$ cat src/rtl/bfr_pkg.sv
package bfr_pkg;
  typedef enum logic {
    ST_IDLE = 1'b0,
    ST_CAPT = 1'b1
  } cap_state_e;
endpackage

$ cat src/rtl/bfr_start_detect.sv
module bfr_start_detect (
  input  logic clk,
  input  logic rst,
  input  logic strobe_n,
  output logic start
);
  logic prev_n;

  always_ff @(posedge clk) begin
    if (rst) prev_n <= 1'b1;
    else     prev_n <= strobe_n;
  end

  assign start = prev_n & ~strobe_n;
endmodule

$ cat src/rtl/bfr_chunk_seq.sv
module bfr_chunk_seq #(
  parameter int NCHUNK = 28,
  parameter int IDX_W  = 5
) (
  input  logic             clk,
  input  logic             rst,
  input  logic             start,
  output logic             wr_en,
  output logic [IDX_W-1:0] wr_idx,
  output logic             clear,
  output logic             done,
  output logic             busy
);
  import bfr_pkg::*;

  localparam logic [IDX_W-1:0] LAST = IDX_W'(NCHUNK - 1);

  cap_state_e       state;
  logic [IDX_W-1:0] cnt;

  assign busy   = (state == ST_CAPT);
  assign wr_en  = start | busy;
  assign wr_idx = start ? '0 : cnt;
  assign clear  = start;

  always_ff @(posedge clk) begin
    if (rst) begin
      state <= ST_IDLE;
      cnt   <= '0;
      done  <= 1'b0;
    end else begin
      done <= busy && !start && (cnt == LAST);
      if (start) begin
        state <= ST_CAPT;
        cnt   <= IDX_W'(1);
      end else if (busy) begin
        if (cnt == LAST) begin
          state <= ST_IDLE;
          cnt   <= '0;
        end else begin
          cnt <= cnt + IDX_W'(1);
        end
      end
    end
  end
endmodule

$ cat src/rtl/bfr_frame_store.sv
module bfr_frame_store #(
  parameter int NCHUNK  = 28,
  parameter int CHUNK_W = 7,
  parameter int IDX_W   = 5
) (
  input  logic                        clk,
  input  logic                        rst,
  input  logic                        wr_en,
  input  logic [IDX_W-1:0]            wr_idx,
  input  logic                        clear,
  input  logic [CHUNK_W-1:0]          pix,
  output logic [NCHUNK*CHUNK_W-1:0]   frame
);
  for (genvar g = 0; g < NCHUNK; g++) begin : g_slot
    logic [CHUNK_W-1:0] slot;
    logic               hit;

    assign hit = wr_en && (wr_idx == IDX_W'(g));

    always_ff @(posedge clk) begin
      if (rst)        slot <= '0;
      else if (hit)   slot <= pix;
      else if (clear) slot <= '0;
    end

    assign frame[g*CHUNK_W +: CHUNK_W] = slot;
  end
endmodule

$ cat src/rtl/bitmap_frame_rx.sv
module bitmap_frame_rx #(
  parameter int ROWS    = 14,
  parameter int COLS    = 14,
  parameter int CHUNK_W = 7
) (
  input  logic                   clk,
  input  logic                   rst,
  input  logic [CHUNK_W:0]       in_bus,
  output logic                   frame_valid,
  output logic [ROWS*COLS-1:0]   frame_bits
);
  localparam int HALVES  = COLS / CHUNK_W;
  localparam int NCHUNK  = ROWS * HALVES;
  localparam int FRAME_W = ROWS * COLS;
  localparam int IDX_W   = $clog2(NCHUNK);

  logic             start_w;
  logic             wr_en_w;
  logic [IDX_W-1:0] wr_idx_w;
  logic             clear_w;
  logic             busy_w;

  bfr_start_detect u_start (
    .clk      (clk),
    .rst      (rst),
    .strobe_n (in_bus[CHUNK_W]),
    .start    (start_w)
  );

  bfr_chunk_seq #(.NCHUNK(NCHUNK), .IDX_W(IDX_W)) u_seq (
    .clk    (clk),
    .rst    (rst),
    .start  (start_w),
    .wr_en  (wr_en_w),
    .wr_idx (wr_idx_w),
    .clear  (clear_w),
    .done   (frame_valid),
    .busy   (busy_w)
  );

  bfr_frame_store #(.NCHUNK(NCHUNK), .CHUNK_W(CHUNK_W), .IDX_W(IDX_W)) u_store (
    .clk    (clk),
    .rst    (rst),
    .wr_en  (wr_en_w),
    .wr_idx (wr_idx_w),
    .clear  (clear_w),
    .pix    (in_bus[CHUNK_W-1:0]),
    .frame  (frame_bits)
  );
endmodule

$ cat config.mk
export PLATFORM = sky130hd
export DESIGN_NAME = bitmap_frame_rx
export DESIGN_NICKNAME = d
export VERILOG_FILES = /design/src/rtl/bfr_pkg.sv /design/src/rtl/bfr_start_detect.sv /design/src/rtl/bfr_chunk_seq.sv /design/src/rtl/bfr_frame_store.sv /design/src/rtl/bitmap_frame_rx.sv
export SDC_FILE = /design/constraint.sdc
export NUM_CORES = 1
export LEC_CHECK = 0
export ABC_AREA = 1
export ABC_CLOCK_PERIOD_IN_PS = 1420
export CAP_MARGIN = 20
export CORE_MARGIN = 1.5
export CORE_UTILIZATION = 44
export CTS_CLUSTER_SIZE = 30
export DETAILED_ROUTE_END_ITERATION = 6
export GPL_TIMING_DRIVEN = 1
export PLACE_DENSITY = 0.82
export SLEW_MARGIN = 30
export SYNTH_ARGS = -nofsm -noshare
export SYNTH_HDL_FRONTEND = slang
export SYNTH_SLANG_ARGS = --single-unit
$ cat constraint.sdc
create_clock -name clk -period 1.42 [get_ports clk]
set_clock_uncertainty 0.05 [all_clocks]
set_input_delay 0.355 -clock clk [delete_from_list [all_inputs] [get_ports clk]]
set_output_delay 0.355 -clock clk [all_outputs]
set_load 0.05 [all_outputs]
# [Word-level counts from Yosys, hierarchy flattened]
# Index checks and enable logic that the tools add are counted.
[word_totals] output_inout_bits=197 reg_bits=204 romBits=0 latchBits=0 ram_bits=0 input_bits=10 n_memories=0 elab_cells=163
[classes] n_addsub=1 div=0 n_lt_le_gt_ge=0 bitwise_logic=3 multipliers=0 muxes=36 n_eq_ne=28 reduce_logical=62 shift=0
[op_table] op="$mux 7" count=29
[op_table] op="$eq 5x5->1 const B" count=13
[op_table] op="$reduce_bool 2->1" count=29
[op_table] op="$eq 5x4->1 const B" count=8
[op_table] op="$logic_and 1x1->1" count=30
[op_table] op="$eq 5x3->1 const B" count=4
[op_table] op="$eq 5x2->1 const B" count=2
[op_table] op="$mux 5" count=2
[op_table] op="$add 5x1->5 const B" count=1
[op_table] op="$eq 5x1->1 const B" count=1
[op_table] op="$logic_not 5->1" count=1
[op_table] op="$mux 1" count=5
[op_table] op="$reduce_or 2->1" count=1
[op_table] op="$and 1x1->1" count=1
[op_table] op="$logic_not 1->1" count=1
[op_table] op="$not 1->1" count=1
[op_table] op="$or 1x1->1" count=1

# [Logic depth before layout (Yosys ltp)]
[depth] word_depth=6 mapped_depth=9 mapped_depth_nobuf=8

# [Modules after synthesis]
# From an unflattened synthesis, not the netlist that was laid out.
[unflattened] hier_cells=1002 hier_area_um2=7813.7
[by_module_without_submodules] mod="bfr_frame_store" seq_area_each_um2=3923.8 instances=1 area_per_inst_um2=7419.6 cells_per_inst=943
[by_module_without_submodules] mod="bfr_chunk_seq" seq_area_each_um2=140.1 instances=1 area_per_inst_um2=355.3 cells_per_inst=53
[by_module_without_submodules] mod="bfr_start_detect" seq_area_each_um2=20.0 instances=1 area_per_inst_um2=38.8 cells_per_inst=6

# [Worst setup path after synthesis]
# Ideal clock, no wire load.
[synth_path] path_type="input-to-reg" startpoint="input in_bus[7]" endpoint="register u_store.g_slot[6].slot[0]" n_path_buf=1 t_arrival_ps=1298 path_stages=8 t_required_ps=1238 path_slack_ps=-60 setup_ps=132 cell_sequence="inv_1 nand2_4 nand3_1 nor2_1 buf_2 nand2_1 nand3_1 a21oi_1"
[synth_between] elab_chain_len=6 elab_cells_between_ends=8 cone_classes="eq/ne (1); mux (2); bitwise (3); reduce/logical (2)"
[synth_rtl] element="start, declared" line="bitmap_frame_rx.sv:8" source="input logic [CHUNK_W:0] in_bus,"
[synth_rtl] element="$not 1->1 *" line="bfr_start_detect.sv:14" source="assign start = prev_n & ~strobe_n;"
[synth_rtl] element="$and 1x1->1 *" line="bfr_start_detect.sv:14"
[synth_rtl] element="$mux 5" line="bfr_chunk_seq.sv:23" source="assign wr_idx = start ? '0 : cnt;"
[synth_rtl] element="$eq 5x3->1" line="bfr_frame_store.sv:18" source="assign hit = wr_en && (wr_idx == IDX_W'(g));"
[synth_rtl] element="$logic_and 1x1->1" line="bfr_frame_store.sv:18"
[synth_rtl] element="$mux 7 or $reduce_bool 2->1 (tied branches)"
[synth_rtl] element="end signal, assigned" line="bfr_frame_store.sv:22" source="else if (hit) slot <= pix;"
[synth_rtl] element="end, declared" line="bfr_frame_store.sv:15" source="logic [CHUNK_W-1:0] slot;"
# Mark *: on every way between the ends. The rest lies on a longest branch, timed or not.
# A chain may end at the register's enable or synchronous reset.

# [Final worst setup path]
[layout_path] startpoint="register u_start.prev_n" endpoint="register u_store.g_slot[15].slot[2]"
[layout_between] elab_chain_len=5 elab_cells_between_ends=7 cone_classes="eq/ne (1); mux (2); bitwise (2); reduce/logical (2)"
[layout_rtl] element="start, declared" line="bfr_start_detect.sv:7" source="logic prev_n;"
[layout_rtl] element="start signal, assigned" line="bfr_start_detect.sv:11" source="else prev_n <= strobe_n;"
[layout_rtl] element="$and 1x1->1 *" line="bfr_start_detect.sv:14"
[layout_rtl] element="$mux 5" line="bfr_chunk_seq.sv:23"
[layout_rtl] element="$eq 5x4->1" line="bfr_frame_store.sv:18"
[layout_rtl] element="$logic_and 1x1->1" line="bfr_frame_store.sv:18"
[layout_rtl] element="$mux 7 or $reduce_bool 2->1 (tied branches)"
[layout_rtl] element="end signal, assigned" line="bfr_frame_store.sv:22"
[layout_rtl] element="end, declared" line="bfr_frame_store.sv:15"
# Marks and branches as above.

==> results.txt <==
- Reg2Reg Launch Point: u_start.prev_n
- Non-filler instance count after layout: 1490
- Area of the mapped netlist: 7870 µm²
- In this run, synthesis produced a sequential element count of 204.
- The checks that failed: setup timing.
- The tool flagged a number of max-cap violations equal to 0.
- The final route contains 9821 vias.
- For this run, the detailed router's first-pass iteration total came to 6.
- The first routing iteration left 1146 violations.
* Total routing resource utilization after global routing: 33.1%
- Bufs on Longest Clock Path: 3
* Multi-input logic area: 4740 µm²
- Setup repair after global routing could not meet its margin everywhere.
- Max Fanout on Critical Path: 7
- Leftover overflow at the end of global routing: 0
* WL per Instance: 27.3 µm
* Buffers on Ports: 206
- Total setup violations reported at the end of the flow: 265
- The number of endpoints with negative hold slack in the final report is 0.
* Average footprint of a synthesized cell: 7.97 µm²
* Die footprint: 18700 µm²
- Setup slack on the critical path of the routed design comes to -0.466 ns.
- I/O pins: 207
- Clk_lat worst skew: 0.51 ns
* Critical path data arrival time: 2.18 ns
- Max H-tree Level: 1
* Placed cell count: 1411
* Worst-margin pin slew: 0.568 ns
- Ratio of routed vias to standard cells: 6.59
* Result of the run: finished, violations left
* Hold Path Stages: 2
- After detailed routing, the number of remaining DRC violations is 0.
* CP Capture Type: register
- The worst setup path is launched from a register.
- The wire-length estimate of the detail-placed layout is 18300 µm.
* Pleak: 0.00541 µW
- Leading area contributor after synthesis: dfxtp_1
- The first global-routing pass estimated 48300 µm of wire.
- The die is 137 µm wide.
- Hold repair after CTS inserted 0 buffers.
- Number of instances in the synthesized netlist: 987
- The worst hold path begins at rst.
- Data on the critical path is required at its endpoint by 1.71 ns.
- Crit. Startpoint: u_start.prev_n
* Synth unique cells: 23
* Leading cell types by total area after synthesis: dfxtp_1 52%, nand3_1 22%, a21oi_1 13%, nand2_1 4.3%, buf_2 2.6%
- Fraction of the yosys area taken by sequential cells: 51.9%
* Share of Yosys cell area claimed by the top area cell type: 51.9%
* Ant. Diodes: 0
- The number of clock buffers added by TritonCTS is 21.
* Max transition margin: 62.2%
* R2R cell count: 7
- Area inside the core boundary: 17400 µm²
* Final antenna-violating net count: 0
- The clock drives 204 sinks.
- Across the VDD grid, the largest voltage drop is 0.918 mV.
- Entering global routing, the biggest net connects 80 pins.
- At the end of routability-driven placement, the weighted congestion stood at 0.866.
- TritonCTS built the clock tree.
* Maximum clock frequency: 0.530 GHz
- The floorplan step set the die height to 137 µm.
- Setup Crit Path Kind: register to register
- Relative to the synthesized area, the layout overhead comes to 104%.
- Counting I/O delays and the setup requirement, the final critical path takes 1.89 ns.
- Registers take 4480 µm².
- The count of final max-slew check failures came to 0.
- Via count of the first global-routing pass: 8999
- The path class of the tightest hold or removal check is primary input to register.
* Fraction of layout cells with a size suffix above 1: 65.6%
* Cell row count: 48
- The cell sitting at the root of the clock tree is a clkbuf_16.
- Power spread over the standard cell area amounts to 775 nW/µm².
* Starting Density: 45.3%
- The number of antenna violations at the first check in global routing came to 1.
- Number of nets in the layout: 1263
- Net count after synthesis: 998
* Fill cells: 567
- Final wirelength: 40700 µm
- Hold Worst Slack: 0.165 ns
- Number of warnings issued by yosys: 0
* Worst-path clk slew: 0.07 ns
- Of the available clock period, the critical path in the final layout requires 133%.
through the flow:
stage / TNS [ns] / setup slack, ns / power, µW / util [%] / area, µm²
floorplan: 0 / 0.0159 / 6320 / - / 7890
global placement: -115.69 / -0.678 / 6670 / 74.0 / 12900
detailed placement: -124.09 / -0.747 / 6680 / 74.0 / 12900
CTS: -2.81 / -0.0585 / 12100 / 83.1 / 14400
global route: -25.68 / -0.487 / 12700 / 92.4 / 16000
finish: -17.96 / -0.466 / 12400 / 92.4 / 16000
state kept, by name, indices dropped and copies added (netlist names):
register             flops
u_start.prev_n           1
u_seq.done               1
u_store.g_slot.slot    196
u_seq.busy               1
u_seq.cnt                5
per-layer routing:
layer | vias to the layer above | share of wire [%] | global-route usage [%]
met5 | - | 0.032 | 0
met4 | 2 | 6.3 | 15.0
met3 | 260 | 10 | 5.44
met2 | 841 | 50 | 58.8
met1 | 4713 | 33 | 39.1
li1 | 4005 | - | -
critical path, stage by stage, from the launching register on:
cell and delay (ns):
dfxtp_4 0.38, nand2_8 0.15, nand3_4 0.13, nor2_4 0.16, buf_6 0.17, buf_12 0.12
nand3_1 0.07, a21oi_1 0.49
cell usage after synthesis (all sizes together):
master / n
a21oi: 201
a31oi: 1
buf: 46
clkbuf: 51
dfxtp: 204
ha: 1
inv: 17
nand2: 92
nand3: 348
nand4: 1
nor2: 16
nor3: 3
nor4: 1
o21ai: 3
or2: 1
xor2: 1
area by class of cell:
cell class              count  share of cell area (%)
repair buffers            338                    36.0
clock inverters             4                   0.281
clock buffers              32                    3.91
flip-flops and latches    204                    28.0
inverters                  17                   0.538
well taps                 225                    1.76
multi-input cells         670                    29.6
cells in the final DEF (no fill, tap or decap), drive strengths merged:
cell	Yosys	layout
o21ai	3	3
nand4	1	1
inv	17	17
clkdlybuf4s50	0	4
bufinv	0	1
or2	1	1
a21oi	201	201
nand3	348	348
dfxtp	204	204
nand2	92	93
clkbuf	51	39
dlygate4sd2	0	1
clkinv	0	3
xor2	1	1
nor4	1	1
ha	1	1
nor2	16	16
nor3	3	3
a31oi	1	1
buf	46	326
kinds of logic (layout without fill, tap and decap cells):
group / Yosys count / after routing / synth area share, %
compound gates: 205 / 205 / 13.3
xor+xnor: 1 / 1 / 0.111
fa+ha+maj: 1 / 1 / 0.159
buf+inv: 114 / 391 / 6.09
flops: 204 / 204 / 51.9
simple gates: 462 / 463 / 28.5
where the power goes:
group | total, µW | internal, µW | leakage, µW | switching [µW]
sequential | 5690 | 5640 | 0.00176 | 45.0
combinational | 1090 | 357 | 0.00331 | 736
clock | 5640 | 3210 | 0.000334 | 2430
total | 12400 | 9210 | 0.00541 | 3210
worst paths after layout:
| kind | to | slack [ns] |
|---|---|---|
| setup / recovery | u_store.g_slot[15].slot[2] | -0.47 |
| hold / removal | u_store.g_slot[14].slot[0] | 0.16 |
| setup reg to reg | u_store.g_slot[15].slot[2] | -0.47 |
| hold reg to reg | u_store.g_slot[0].slot[2] | 0.44 |
repair_timing:
item / 4_1_cts / 5_1_grt
setup buffers: 12 / 23
gates cloned: 2 / 7
setup endpoints to repair: 391 / 267
pin swaps: 79 / 109
resized for setup: 339 / 295
endpoints found under the hold margin: 0 / 0
Note: power is estimated with default switching activity, not from simulation.
